File: config.mk
export PLATFORM = sky130hd
export DESIGN_NAME = scanline_irq_timer
export DESIGN_NICKNAME = d
export VERILOG_FILES = /design/src/rtl/scanline_irq_pkg.sv /design/src/rtl/sirq_ctrl.sv /design/src/rtl/sirq_datapath.sv /design/src/rtl/scanline_irq_timer.sv
export SDC_FILE = /design/constraint.sdc
export NUM_CORES = 1
export LEC_CHECK = 0
export BUFFER_PORTS_ARGS = -buffer_cell sky130_fd_sc_hd__buf_2
export CAP_MARGIN = 10
export CORE_MARGIN = 5
export CORE_UTILIZATION = 28
export CTS_CLUSTER_DIAMETER = 60
export DETAILED_ROUTE_END_ITERATION = 16
export SYNTH_ARGS = -nofsm -noshare
export SYNTH_HDL_FRONTEND = slang
export SYNTH_SLANG_ARGS = --single-unit
File: constraint.sdc
create_clock -name clk -period 1.6 [get_ports clk]
set_clock_uncertainty 0.05 [all_clocks]
set_input_delay 0.16 -clock clk [delete_from_list [all_inputs] [get_ports clk]]
set_output_delay 0.16 -clock clk [all_outputs]
set_load 0.02 [all_outputs]
File: src/rtl/scanline_irq_pkg.sv
package scanline_irq_pkg;

  // Write strobes produced by the decoder, one per register function,
  // plus the qualified scanline advance.
  typedef struct packed {
    logic loadLatch;
    logic reloadCount;
    logic setEnable;
    logic clearEnable;
    logic setMirror;
    logic tick;
  } ctrlStrobes_t;

endpackage

File: src/rtl/sirq_ctrl.sv
module sirq_ctrl
  import scanline_irq_pkg::*;
#(
  parameter int ADDR_W = 16,
  parameter logic [ADDR_W-1:0] ADDR_MASK   = 16'hF003,
  parameter logic [ADDR_W-1:0] LATCH_ADDR  = 16'hC000,
  parameter logic [ADDR_W-1:0] RELOAD_ADDR = 16'hC001,
  parameter logic [ADDR_W-1:0] ARM_ADDR    = 16'hC002,
  parameter logic [ADDR_W-1:0] ACK_ADDR    = 16'hC003,
  parameter logic [ADDR_W-1:0] MIRROR_ADDR = 16'hE000
) (
  input  logic              clk,
  input  logic              rst_n,
  input  logic              wrEn,
  input  logic [ADDR_W-1:0] wrAddr,
  input  logic              lineTick,
  output ctrlStrobes_t      strobes
);

  logic [ADDR_W-1:0] maskedAddr;
  logic              regHit;

  always_comb begin
    maskedAddr          = wrAddr & ADDR_MASK;
    strobes             = '0;
    strobes.loadLatch   = wrEn && (maskedAddr == LATCH_ADDR);
    strobes.reloadCount = wrEn && (maskedAddr == RELOAD_ADDR);
    strobes.setEnable   = wrEn && (maskedAddr == ARM_ADDR);
    strobes.clearEnable = wrEn && (maskedAddr == ACK_ADDR);
    strobes.setMirror   = wrEn && (maskedAddr == MIRROR_ADDR);
    regHit = strobes.loadLatch | strobes.reloadCount | strobes.setEnable
           | strobes.clearEnable | strobes.setMirror;
    // a register write wins over a scanline pulse in the same cycle
    strobes.tick = lineTick && !regHit;
  end


  one_reg_chk: assert property (@(posedge clk) disable iff (!rst_n)
    $onehot0({strobes.loadLatch, strobes.reloadCount, strobes.setEnable,
              strobes.clearEnable, strobes.setMirror}));


  write_wins_chk: assert property (@(posedge clk) disable iff (!rst_n)
    (wrEn && lineTick && ((wrAddr & ADDR_MASK) == ARM_ADDR)) |-> !strobes.tick);

endmodule

File: src/rtl/sirq_datapath.sv
module sirq_datapath
  import scanline_irq_pkg::*;
#(
  parameter int DATA_W     = 8,
  parameter int MIRROR_BIT = 6
) (
  input  logic              clk,
  input  logic              rst_n,
  input  ctrlStrobes_t      strobes,
  input  logic [DATA_W-1:0] wrData,
  output logic              irqOut,
  output logic              mirrorSel
);

  localparam int CNT_W = DATA_W + 1;
  localparam logic [CNT_W-1:0] FIRE_VAL = CNT_W'(1) << DATA_W;

  logic [DATA_W-1:0] latchQ;
  logic [CNT_W-1:0]  countQ, countNext;
  logic              enQ, irqQ, mirrorQ;

  always_comb countNext = countQ + CNT_W'(1);

  always_ff @(posedge clk or negedge rst_n) begin
    if (!rst_n) begin
      latchQ  <= '0;
      countQ  <= '0;
      enQ     <= 1'b0;
      irqQ    <= 1'b0;
      mirrorQ <= 1'b0;
    end else begin
      if (strobes.loadLatch)   latchQ  <= wrData;
      if (strobes.setMirror)   mirrorQ <= ~wrData[MIRROR_BIT];
      if (strobes.reloadCount) countQ  <= {1'b0, latchQ};
      if (strobes.setEnable)   enQ     <= 1'b1;
      if (strobes.clearEnable) begin
        enQ  <= 1'b0;
        irqQ <= 1'b0;
      end
      if (strobes.tick && enQ) begin
        countQ <= countNext;
        if (countNext == FIRE_VAL) begin
          irqQ <= 1'b1;
          enQ  <= 1'b0;
        end
      end
    end
  end

  assign irqOut    = irqQ;
  assign mirrorSel = mirrorQ;


  fire_disarm_chk: assert property (@(posedge clk) disable iff (!rst_n)
    $rose(irqQ) |-> (!enQ && countQ == FIRE_VAL));


  ack_clear_chk: assert property (@(posedge clk) disable iff (!rst_n)
    strobes.clearEnable |=> (!irqQ && !enQ));


  irq_hold_chk: assert property (@(posedge clk) disable iff (!rst_n)
    (irqQ && !strobes.clearEnable) |=> irqQ);


  idle_count_chk: assert property (@(posedge clk) disable iff (!rst_n)
    (!strobes.reloadCount && !(strobes.tick && enQ)) |=> $stable(countQ));

endmodule

File: src/rtl/scanline_irq_timer.sv
module scanline_irq_timer
  import scanline_irq_pkg::*;
#(
  parameter int ADDR_W = 16,
  parameter int DATA_W = 8
) (
  input  logic              clk,
  input  logic              rst_n,
  input  logic              wrEn,
  input  logic [ADDR_W-1:0] wrAddr,
  input  logic [DATA_W-1:0] wrData,
  input  logic              lineTick,
  output logic              irqOut,
  output logic              mirrorSel
);

  ctrlStrobes_t strobes;

  sirq_ctrl #(.ADDR_W(ADDR_W)) u_ctrl (
    .clk      (clk),
    .rst_n    (rst_n),
    .wrEn     (wrEn),
    .wrAddr   (wrAddr),
    .lineTick (lineTick),
    .strobes  (strobes)
  );

  sirq_datapath #(.DATA_W(DATA_W)) u_dp (
    .clk       (clk),
    .rst_n     (rst_n),
    .strobes   (strobes),
    .wrData    (wrData),
    .irqOut    (irqOut),
    .mirrorSel (mirrorSel)
  );

endmodule

==> run metrics <==
status=finished clean; Clock Latency Late Sink=between 0.2 and 0.3 ns; I/O Pins=30; synth unique cells=37; Layout fillers=381; Synth Warn #=0; Synth async-reset ratio=1.00; fin crit period=1.51 ns; Slew @ Worst Pin=about 0.46 ns; vias in the first global route=950; Worst Slack Setup Final=0.0862 ns; vias per cell=4.97; fin crit share=0.946; Post-synth top flop=dfrtp_1; Power Total=1.58 mW; post-detailed-route count of antenna-violating nets=0; Inst Count DP=about 180; Layout Cells excl Fill=roughly 190; DRC violations left=0; post-synth top area share=0.444; leak pwr=0.673 nW; max cap viols=0; die footprint=around 5400 µm²; ratio of cells with drive above 1 in the final layout=0.437; GRT Util Overall=0.0967; setup tns final=0 ns; Initial Util=0.286; Num CTS Buffers=3; Hold WC Path Type=input pin to flop; Vias=just over 900; commonest cells after routing, fill and taps aside=20 x dfrtp_1, 19 x buf_2, 15 x buf_4, 8 x nand2_1, 8 x mux2_2; syn nets=roughly 130; Final Setup Violations=0; Max Clock Freq=approximately 0.66 GHz; Setup WS pre-CTS=a little under 0.03 ns; PD cells=about 1100 nW/µm²; die height=73.5 µm; root buffer cell=clkbuf_8; first-pass GRT wire length=4200 µm; combinational share of power=0.344; clk sinks=20; critical path type=flop to flop; CTS clk-pin slew, worst paths=approximately 0.07 ns; initial detailed-routing violation count=16; critical-path maximum fanout=4; final hold viol count=0; synth top area cells=dfrtp_1 44%, mux2_2 8.0%, mux2i_1 4.4%, nor4_4 3.8%, nand2_1 3.0%; clock buffer depth=2; Yosys reg bits=20; routed len/inst=roughly 13 µm; initial antenna violation count=0; H-tree depth=1; net load switching power=0.516 mW; Layout area overhead=28.1%; CP Launch Type=flop; final wirelength=2480 µm; Clock power frac=0.203; CTS tree=built; count of TritonRoute iterations in the first routing pass=3; Net Sw Frac=0.325; synthesized area=1130 µm²; Cells after Synth=approximately 100; hpwl dp=1970 µm; # diodes=0; CP Capture Type=flop; largest net degree at the start of global routing=21; gpl congestion=roughly 0.83; cell taking the most area after synthesis=dfrtp_1; core area=3940 µm²; commonest non-fill, non-tap cell in the layout=dfrtp_1; Int Pwr=1.07 mW; Die W=approximately 73 µm; Pins Over Slew Limit=0; global route total overflow=0; fin nets=approximately 170; post-layout util=0.366; row count=23; Syn Area/Cell=around 11 µm²; IO buf count=19; sequential fraction of design power=0.453; required time of the critical path=1.74 ns; maximum vdd drop=about 600 µV; number of synthesized flops with an enable pin=0; slew margin rel.=0.695; RSZ-0062 raised after global routing=no; Seq/Total Area, Yosys=0.444; Worst Path Arrival=1.65 ns
## sequential cells by signal, indices dropped and copies added, names as in the netlist
signal	flops
u_dp.irqOut	1
u_dp.enQ	1
u_dp.latchQ	8
u_dp.countQ	9
u_dp.mirrorSel	1
## power by group through the flow
stage          clock network, mW  logic [mW]  registers [mW]
2_1_floorplan                  0       0.258           0.733
3_3_place_gp                   0       0.491           0.719
3_5_place_dp                   0       0.503           0.724
4_1_cts                    0.336       0.509           0.714
5_1_grt                    0.352       0.600           0.731
6_report                   0.321       0.546           0.717
## per-layer routing
layer  routed length [µm]  vias up  global-route usage
met5                    0        -                   0
met4                   34        0              0.0483
met3                   31        2             0.00410
met2                 1320        7               0.166
met1                 1090      455               0.123
li1                     -      455                   -
## critical path, cell delays in order, from the launching register on
cell and delay [ns]:
dfrtp_1 0.36, ha_2 0.20, nand2_2 0.08, or4_4 0.45
a21oi_4 0.15, a32o_1 0.16
## stage by stage
stage | hold slack (ns) | instance area, µm²
final | 0.0504 | 1440
after global placement | 0.0870 | 1360
after floorplan | -0.186 | 1130
after global routing | 0.0646 | 1440
after CTS | 0.0512 | 1410
after detailed placement | 0.0876 | 1360
## worst paths after layout
check | startpoint | end | slack (ns) | cells past startpoint
setup / recovery | u_dp.countQ[1] | u_dp.irqOut | 0.09 | 5
hold reg to reg | u_dp.irqOut | u_dp.irqOut | 0.44 | 1
setup reg to reg | u_dp.countQ[1] | u_dp.irqOut | 0.09 | 5
max in group asynchronous | rst_n | u_dp.countQ[8] | 0.84 | 2
hold / removal | wrData[6] | u_dp.mirrorSel | 0.05 | 2
min in group asynchronous | rst_n | u_dp.irqOut | 0.34 | 2
## Yosys cell counts, types with 2 or more instances
master	n
nor2_1	7
mux2_2	8
nor4_4	2
mux2i_1	5
a21o_1	4
a221o_1	2
nand2_1	9
o31ai_1	2
o21ai_2	2
inv_1	3
nand3_1	4
a21oi_2	2
o21ai_0	2
nor4_1	2
buf_6	2
a32oi_1	2
a22o_1	2
dfrtp_1	20
## kinds of logic (layout without fill, tap and decap cells)
| family | count (synthesis) | after routing | synth area share |
|---|---|---|---|
| simple gates | 31 | 31 | 0.186 |
| compound gates | 26 | 26 | 0.180 |
| flops | 20 | 20 | 0.444 |
| mux | 14 | 14 | 0.138 |
| buf+inv | 6 | 42 | 0.0333 |
| fa+ha+maj | 1 | 1 | 0.0111 |
| xor+xnor | 1 | 1 | 0.00777 |
## timing repair
action	in CTS	in global routing
endpoints found under the setup margin	0	2
hold buffers	1	0
buffers inserted	0	2
endpoints found under the hold margin	20	0
gates resized for setup	0	4
## layout make-up
cell class / count / area, µm² / area share
inverter: 4 / 15.0 / 0.0104
timing repair buffer: 35 / 218 / 0.151
tap: 50 / 62.6 / 0.0433
multi-input combinational: 73 / 607 / 0.420
sequential: 20 / 500 / 0.347
clock buffer: 3 / 41.3 / 0.0286
(Power assumes the default switching activity.)
